`src/rtl/adc_if_pkg.sv`:
```
package adc_if_pkg;

  typedef enum logic [1:0] {
    PH_IDLE  = 2'd0,
    PH_CONV  = 2'd1,
    PH_SHIFT = 2'd2,
    PH_TAIL  = 2'd3
  } phase_e;

  // width of a counter that must hold values 0..n
  function automatic int unsigned span_width(input int unsigned n);
    return (n < 2) ? 1 : $clog2(n + 1);
  endfunction

endpackage

```
`src/rtl/adc_edge_sync.sv`:
```
module adc_edge_sync #(
  parameter int STAGES = 2
) (
  input  logic clk,
  input  logic rst_n,
  input  logic d_i,
  output logic lvl_o,
  output logic rise_o,
  output logic fall_o
);

  logic prev_q;

  generate
    for (genvar s = 0; s < STAGES; s++) begin : g_stage
      logic q;
      if (s == 0) begin : g_first
        always_ff @(posedge clk or negedge rst_n) begin
          if (!rst_n) q <= 1'b0;
          else        q <= d_i;
        end
      end else begin : g_next
        always_ff @(posedge clk or negedge rst_n) begin
          if (!rst_n) q <= 1'b0;
          else        q <= g_stage[s-1].q;
        end
      end
    end
  endgenerate

  assign lvl_o = g_stage[STAGES-1].q;

  always_ff @(posedge clk or negedge rst_n) begin
    if (!rst_n) prev_q <= 1'b0;
    else        prev_q <= lvl_o;
  end

  assign rise_o = lvl_o & ~prev_q;
  assign fall_o = ~lvl_o & prev_q;

endmodule

```
`src/rtl/adc_conv_timer.sv`:
```
module adc_conv_timer #(
  parameter int CONV_CYCLES = 1500,
  parameter int PAIR_WIN    = 200
) (
  input  logic clk,
  input  logic rst_n,
  input  logic start_i,
  input  logic run_i,
  output logic done_o,
  output logic window_o
);
  import adc_if_pkg::*;

  localparam int CW = span_width(CONV_CYCLES);

  logic [CW-1:0] cnt_q;

  always_ff @(posedge clk or negedge rst_n) begin
    if (!rst_n)       cnt_q <= '0;
    else if (start_i) cnt_q <= '0;
    else if (run_i)   cnt_q <= cnt_q + 1'b1;
  end

  assign done_o   = run_i && (cnt_q == CW'(CONV_CYCLES - 1));
  assign window_o = run_i && (cnt_q < CW'(PAIR_WIN));

endmodule

```
`src/rtl/adc_shift_out.sv`:
```
module adc_shift_out #(
  parameter int W = 8
) (
  input  logic         clk,
  input  logic         rst_n,
  input  logic         load_i,
  input  logic [W-1:0] load_val_i,
  input  logic         active_i,
  input  logic         rise_i,
  input  logic         fall_i,
  output logic         bit_o,
  output logic         step_o,
  output logic         last_o
);
  import adc_if_pkg::*;

  localparam int IW = span_width(W);

  logic [W-1:0]  sr_q;
  logic [IW-1:0] rcnt_q;

  // advance only after the host has sampled at least one bit
  assign step_o = active_i && fall_i && (rcnt_q != '0) && (rcnt_q < IW'(W));
  assign last_o = active_i && rise_i && (rcnt_q == IW'(W - 1));
  assign bit_o  = sr_q[W-1];

  always_ff @(posedge clk or negedge rst_n) begin
    if (!rst_n) begin
      sr_q   <= '0;
      rcnt_q <= '0;
    end else if (load_i) begin
      sr_q   <= load_val_i;
      rcnt_q <= '0;
    end else begin
      if (active_i && rise_i && (rcnt_q < IW'(W))) rcnt_q <= rcnt_q + 1'b1;
      if (step_o) sr_q <= {sr_q[W-2:0], 1'b0};
    end
  end

endmodule

```
`src/rtl/adc_serial_if.sv`:
```
module adc_serial_if #(
  parameter int DATA_W      = 8,
  parameter int SYNC_STAGES = 2,
  parameter int CONV_CYCLES = 1500,
  parameter int PAIR_WIN    = 200,
  parameter int TAIL_CYCLES = 30
) (
  input  logic              clk,
  input  logic              rst_n,
  input  logic              conv_strobe_i,
  input  logic              sclk_i,
  input  logic [DATA_W-1:0] analog_code_i,
  output logic              sdata_o,
  output logic              sdata_oe_o
);
  import adc_if_pkg::*;

  localparam int TW = span_width(TAIL_CYCLES);

  function automatic logic [DATA_W-1:0] mid_code();
    logic [DATA_W-1:0] v;
    v = '0;
    v[DATA_W-1] = 1'b1;
    return v;
  endfunction

  phase_e            phase, phase_nxt;
  logic [DATA_W-1:0] cap_q;
  logic              use_mid;
  logic [TW-1:0]     tail_cnt;

  logic cs_lvl, cs_rise, cs_fall;
  logic sk_lvl, sk_rise, sk_fall;
  logic in_win, conv_done, shift_bit, shift_step, last_rise;

  // named events
  logic conv_start, pair_hit, tail_end;

  adc_edge_sync #(.STAGES(SYNC_STAGES)) u_cs_sync (
    .clk(clk), .rst_n(rst_n), .d_i(conv_strobe_i),
    .lvl_o(cs_lvl), .rise_o(cs_rise), .fall_o(cs_fall)
  );

  adc_edge_sync #(.STAGES(SYNC_STAGES)) u_sk_sync (
    .clk(clk), .rst_n(rst_n), .d_i(sclk_i),
    .lvl_o(sk_lvl), .rise_o(sk_rise), .fall_o(sk_fall)
  );

  assign conv_start = (phase == PH_IDLE) && cs_fall;
  assign pair_hit   = (phase == PH_CONV) && cs_fall && in_win && !use_mid;
  assign tail_end   = (phase == PH_TAIL) && (tail_cnt == TW'(TAIL_CYCLES - 1));

  adc_conv_timer #(.CONV_CYCLES(CONV_CYCLES), .PAIR_WIN(PAIR_WIN)) u_timer (
    .clk(clk), .rst_n(rst_n), .start_i(conv_start),
    .run_i(phase == PH_CONV), .done_o(conv_done), .window_o(in_win)
  );

  adc_shift_out #(.W(DATA_W)) u_shift (
    .clk(clk), .rst_n(rst_n),
    .load_i(conv_done), .load_val_i(use_mid ? mid_code() : cap_q),
    .active_i(phase == PH_SHIFT), .rise_i(sk_rise), .fall_i(sk_fall),
    .bit_o(shift_bit), .step_o(shift_step), .last_o(last_rise)
  );

  always_comb begin
    phase_nxt = phase;
    unique case (phase)
      PH_IDLE:  if (conv_start) phase_nxt = PH_CONV;
      PH_CONV:  if (conv_done)  phase_nxt = PH_SHIFT;
      PH_SHIFT: if (last_rise)  phase_nxt = PH_TAIL;
      PH_TAIL:  if (tail_end)   phase_nxt = PH_IDLE;
      default:  phase_nxt = PH_IDLE;
    endcase
  end

  always_ff @(posedge clk or negedge rst_n) begin
    if (!rst_n) begin
      phase    <= PH_IDLE;
      cap_q    <= '0;
      use_mid  <= 1'b0;
      tail_cnt <= '0;
    end else begin
      phase <= phase_nxt;
      if (conv_start) begin
        cap_q   <= analog_code_i;
        use_mid <= 1'b0;
      end else if (pair_hit) begin
        use_mid <= 1'b1;
      end
      if (last_rise)              tail_cnt <= '0;
      else if (phase == PH_TAIL)  tail_cnt <= tail_cnt + 1'b1;
    end
  end

  assign sdata_oe_o = (phase != PH_IDLE);
  assign sdata_o    = ((phase == PH_SHIFT) || (phase == PH_TAIL)) ? shift_bit : 1'b0;

endmodule

```
`config.mk`:
```
export PLATFORM = sky130hd
export DESIGN_NAME = adc_serial_if
export DESIGN_NICKNAME = d
export VERILOG_FILES = /design/src/rtl/adc_if_pkg.sv /design/src/rtl/adc_edge_sync.sv /design/src/rtl/adc_conv_timer.sv /design/src/rtl/adc_shift_out.sv /design/src/rtl/adc_serial_if.sv
export SDC_FILE = /design/constraint.sdc
export NUM_CORES = 1
export LEC_CHECK = 0
export BUFFER_PORTS_ARGS = -buffer_cell sky130_fd_sc_hd__buf_2
export CORE_ASPECT_RATIO = 2
export CORE_UTILIZATION = 40
export CTS_BUF_LIST = sky130_fd_sc_hd__clkbuf_8
export DETAILED_ROUTE_END_ITERATION = 10
export GPL_TIMING_DRIVEN = 0
export SETUP_SLACK_MARGIN = 0.4
export SYNTH_ARGS = -nofsm -noshare
export SYNTH_HDL_FRONTEND = slang
export SYNTH_SLANG_ARGS = --single-unit
```
`constraint.sdc`:
```
create_clock -name clk -period 2.15 [get_ports clk]
set_input_delay 0.215 -clock clk [delete_from_list [all_inputs] [get_ports clk]]
set_output_delay 0.215 -clock clk [all_outputs]
set_load 0.05 [all_outputs]
```
Word-level counts from Yosys, hierarchy flattened --
Cells that the tools add are included.
Operators by class: $add $sub $neg 3, bitwise gates (word level) 6, equality and inequality tests 10, mux-type cells 17, magnitude comparators 2, reductions and logical operators 24
Operator list (number):
- $mux W8 | 3
- $mux W11 | 2
- $logic_and A1 B1 Y1 | 13
- $reduce_bool A2 Y1 | 6
- $add A11 B1 Y11 const B | 1
- $eq A11 B11 Y1 const B | 1
- $lt A11 B8 Y1 const B | 1
- $mux W5 | 2
- $mux W2 | 4
- $mux W4 | 2
- $ne A2 B2 Y1 const B | 4
- $pmux W2 S4 | 1
- $add A5 B1 Y5 const B | 1
- $eq A5 B5 Y1 const B | 1
- $add A4 B1 Y4 const B | 1
- $eq A2 B2 Y1 const B | 2
- $eq A4 B3 Y1 const B | 1
- $lt A4 B4 Y1 const B | 1
- $reduce_and A4 Y1 | 1
- $reduce_bool A4 Y1 | 1
- $and A1 B1 Y1 | 3
- $mux W1 | 3
- $not A1 Y1 | 3
- $eq A2 B1 Y1 const B | 1
- 3 further kinds | 3
Word-level totals: input port bits 12, output and inout port bits 2, register bits 45

Depth between registers and ports, before layout --
word-level depth 7, depth in mapped cells 7, depth with buffers taken out 6

Hierarchy --
Synthesis repeated with hierarchy kept, for this count alone.
Unflattened totals: cell total of the unflattened synthesis 211, area total of the unflattened synthesis 2234.6 um^2
Modules (own cells, without submodules):
- adc_serial_if | instances 1, cells an instance 70, area each 809.5 um^2, seq. area each 400.4 um^2
- adc_shift_out | instances 1, cells an instance 70, area each 649.4 um^2, seq. area each 300.3 um^2
- adc_conv_timer | instances 1, cells an instance 61, area each 595.6 um^2, seq. area each 275.3 um^2
- adc_edge_sync | instances 2, cells an instance 5, area each 90.1 um^2, seq. area each 75.1 um^2

Worst setup path after synthesis --
No wires, ideal clock.
kind flip-flop to flip-flop, start point register phase[0], end point register phase[1], cell stages (with the launch flop) 8, data required time 2025 ps, period minus slack after synthesis 1808 ps, path buffers 1, setup slack 342 ps, arrival time 1683 ps, path through dfrtp_1 inv_1 ha_1 and4bb_4 and3_1 buf_6 o2111ai_4 mux2_4
Between the ends: longest elaborated chain between the ends 5, elaborated cells between the ends (all ways) 15
RTL lines:
- from (decl) | line adc_serial_if.sv:27 | phase_e phase, phase_nxt;
- from (signal assigned) | line adc_serial_if.sv:83 | phase <= phase_nxt;
- $eq A2 B2 Y1 | line adc_serial_if.sv:61, adc_serial_if.sv:67
- $logic_and A1 B1 Y1 (2 in series) | line adc_shift_out.sv:24 | assign last_o = active_i && rise_i && (rcnt_q == IW'(W - 1));
- $ne A2 B2 Y1 (no source line)
- $reduce_and A4 Y1 (no source line)
Several ways; a longest one is shown, not always the timed one. A chain may end at the register's enable or synchronous reset.

Worst setup path in the final report --
Same ends and word-level chain as after synthesis.

==> impl_metrics.ini <==
[timing]
setup-violations-final = 0
timing_max_transition_violations_final = 0
max_slew.worst_pin.slew_ns = 1.00
fmax_mhz = 574
layout_worst_path_cycle_share_pct = 81.1
number_of_hold_violations_in_the_final_report = 0
finalCriticalPeriod_ns = 1.74
final.setup.tns_ns = 0
clock-skew-final_ns = 0.00574
final.hold.worst_slack_ns = 0.0215
worst_slew_margin_rel_pct = 33.4
grt_setup_unrepaired = yes

[synthesis]
synth_seq_area_share_pct = 53.3
netlist_area_um2 = 2110
postSynthCellCount = 188
synth_enable_flop_cells = 0
yosys_most_used_dff = dfrtp_1
ys_seq_elements = 45
synth.avg_cell_area_um2 = 11.2
async_flop_share_pct = 100
synth_fp_nets = 209
yosysWarningCount = 0
yosysUniqueCellTypes = 36

[routing]
avgRoutedWirePerCell_um = 14.6
vias_per_cell = 5.19
detail-route-antenna-nets = 0
drt_pass1_iterations = 4
initialDrtViolationCount = 33
drt-total-wl_um = 3980
detailroute.via_count = 1418
post-route-drc-count = 0

[place]
hpwlAfterDp_um = 2750
place.gp.congestion = 0.762
numPlacedInstances = 259
port_buffers = 13

[worst_setup_path]
critical_path.reg2reg.startpoint = phase[0]
critPathLaunchType = flip-flop
setup.worst_path.class = flip-flop to flip-flop
maximum_fanout_count_along_the_critical_path = 3
cp.required_ns = 2.34
regToRegSetupSlack_ns = 0.41
critical_path.endpoint_type = flip-flop
rr_endpoint = phase[1]
critPathArrivalTime_ns = 1.93
depth_of_the_most_critical_reg_to_reg_path = 7

[worst_hold_path]
worst_hold_startpoint = sclk_i
holdPathEnd = u_sk_sync.g_stage[0].q
worst_hold_path_type = primary input to flip-flop
whs_path_depth = 1

[clock_network]
clock-sinks = 45
cts_hold_buf = 0
cts_made_buffers = 5
clk_latency_worst_skew_pair_ns = 0.29
clock_slew_seen_by_the_registers_of_the_worst_setup_and_hold_paths_ns = 0.08
tritoncts_clock_tree = done
htree_levels = 2
clockBufferDepth = 2
cts_root_buf = clkbuf_8

[cells_and_area]
multiInputGateArea_um2 = 947
antenna_cells = 0
stdcell_count = 273
final_core_util_pct = 48.1
area_growth_syn_to_layout_pct = 15.7
share_of_final_layout_standard_cells_stronger_than_drive_strength_1_pct = 25.1
fillers = 497
nets = 236
ff_latch_area_um2 = 1130

[power]
power.leakage_uw = 0.00115
p_sw_share_pct = 34.2
worst_vdd_rail_ir_drop_v = 0.000568
power.sequential.fraction_pct = 46.9
p_comb_share_pct = 34.1
pwr_density_cell_nw_per_um2 = 1110
fin_total_pwr_uw = 2720
intPower_uw = 1790
power.share.clock_pct = 18.9
power_switching_uw = 932

[global_routing]
overflow = 0
via_count_of_the_first_global_routing_pass = 1515
global_route_wire_length_before_repair_um = 6740
grt_antenna_before_repair = 0
overall_global_routing_usage_pct = 16.7
grt_start_max_net_pins = 46

[status]
status = finished clean

[flow_run]
max_cap_violations = 0

[floorplan]
initial_cell_density_of_the_core_pct = 41.5
io_pins = 14
design.die.area_um2 = 5600
die_width_um = 53.4
coreArea_um2 = 5090
placement_rows = 37
dieHeight_um = 105
layer usage:
metal	GRT usage, %	wire (µm)	vias to the layer above	share of wire [%]
met5	0	0	-	0
met4	7.33	64	0	1.6
met3	3.49	73	4	1.8
met2	30.3	2350	14	59
met1	17.1	1490	698	37
li1	-	-	702	-
sequential cells by signal, summed over array words and instances (netlist names):
| signal | cells |
|---|---|
| cap_q | 8 |
| phase | 2 |
| u_sk_sync.g_stage.q | 1 |
| u_cs_sync.prev_q | 1 |
| u_sk_sync.lvl_o | 1 |
| u_timer.cnt_q | 11 |
| u_sk_sync.prev_q | 1 |
| u_shift.sr_q | 8 |
| use_mid | 1 |
| u_cs_sync.g_stage.q | 1 |
| tail_cnt | 5 |
| u_shift.rcnt_q | 4 |
| u_cs_sync.lvl_o | 1 |
worst max-delay path, stage by stage, from the launching register on:
cell,delay [ns]
dfrtp_1,0.40
inv_2,0.07
ha_4,0.17
and4bb_4,0.20
and3_4,0.17
buf_6,0.11
o2111ai_4,0.19
mux2_4,0.31
final cells by class:
type                       count  area share, %
clock buffer                   6           3.37
timing repair buffer          20           4.91
sequential                    45           46.1
inverter                      12           1.84
tap                           58           2.97
clock inverter                 1          0.153
buffer                         7           1.99
multi-input combinational    124           38.7
synthesized netlist by cell type, types with 6 or more instances:
cell type,count,area (µm²)
xnor2_1,8,70.1
nor3_1,6,30.0
mux2_2,8,90.1
a21oi_1,16,80.1
nor2_1,15,56.3
mux2i_1,8,80.1
dfrtp_1,45,1130
xor2_1,6,52.6
inv_1,12,45.0
nand2_1,8,30.0
ha_1,9,113
nand4_1,6,37.5
kinds of logic (layout without fill, tap and decap cells):
logic type | count (synthesis) | after routing | synth area share [%]
buffers and inverters | 19 | 46 | 3.85
DFF | 45 | 45 | 53.3
muxes | 17 | 17 | 8.76
xor gates and xnor gates | 14 | 14 | 5.80
and+or+nand+nor | 56 | 56 | 14.4
AOI/OAI and AO/OA | 28 | 28 | 8.64
adders and majority gates | 9 | 9 | 5.33
power by group through the flow:
stage | clock, µW | combinational (µW) | sequential, µW
detailed placement | 0 | 872 | 1280
global placement | 0 | 856 | 1280
floorplan | 0 | 712 | 1230
global route | 566 | 1060 | 1320
finish | 516 | 930 | 1280
CTS | 546 | 932 | 1270
repair_timing:
action                     in CTS  in global routing
pin swaps                       2                  3
setup endpoints to repair      13                 32
gates resized for setup         4                 17
buffers inserted                5                  2
metrics by stage:
stage	instance area, µm²	setup slack [ns]
floorplan	2130	0.425
global placement	2260	0.289
detailed placement	2260	0.295
CTS	2400	0.377
global route	2450	0.362
finish	2450	0.407
worst max-delay path by stage:
stage                        to  startpoint  depth (start not counted)
5_1_grt                phase[1]    phase[0]                          7
4_1_cts                phase[1]    phase[0]                          7
6_report               phase[1]    phase[0]                          7
3_5_place_dp           phase[1]    phase[0]                          7
3_3_place_gp   u_timer.cnt_q[4]    phase[0]                          6
2_1_floorplan          phase[1]    phase[0]                          7
layout by cell type, fill, tap and decap left out, types with 2 or more instances in the layout:
| master | count |
|---|---|
| dfrtp_1 | 44 |
| a21oi_1 | 16 |
| nor2_1 | 15 |
| buf_2 | 13 |
| inv_1 | 12 |
| buf_4 | 11 |
| mux2i_1 | 8 |
| nand2_1 | 8 |
| mux2_2 | 8 |
| xnor2_1 | 8 |
| ha_1 | 8 |
| nand4_1 | 6 |
| xor2_1 | 6 |
| clkbuf_8 | 6 |
| nand3_1 | 4 |
| o21ai_0 | 4 |
| and2_1 | 4 |
| nor3_1 | 4 |
| o21a_1 | 2 |
| clkbuf_2 | 2 |
| nor3_2 | 2 |
| or3_1 | 2 |
| nor4_1 | 2 |
Note: power is estimated with default switching activity, not from simulation.
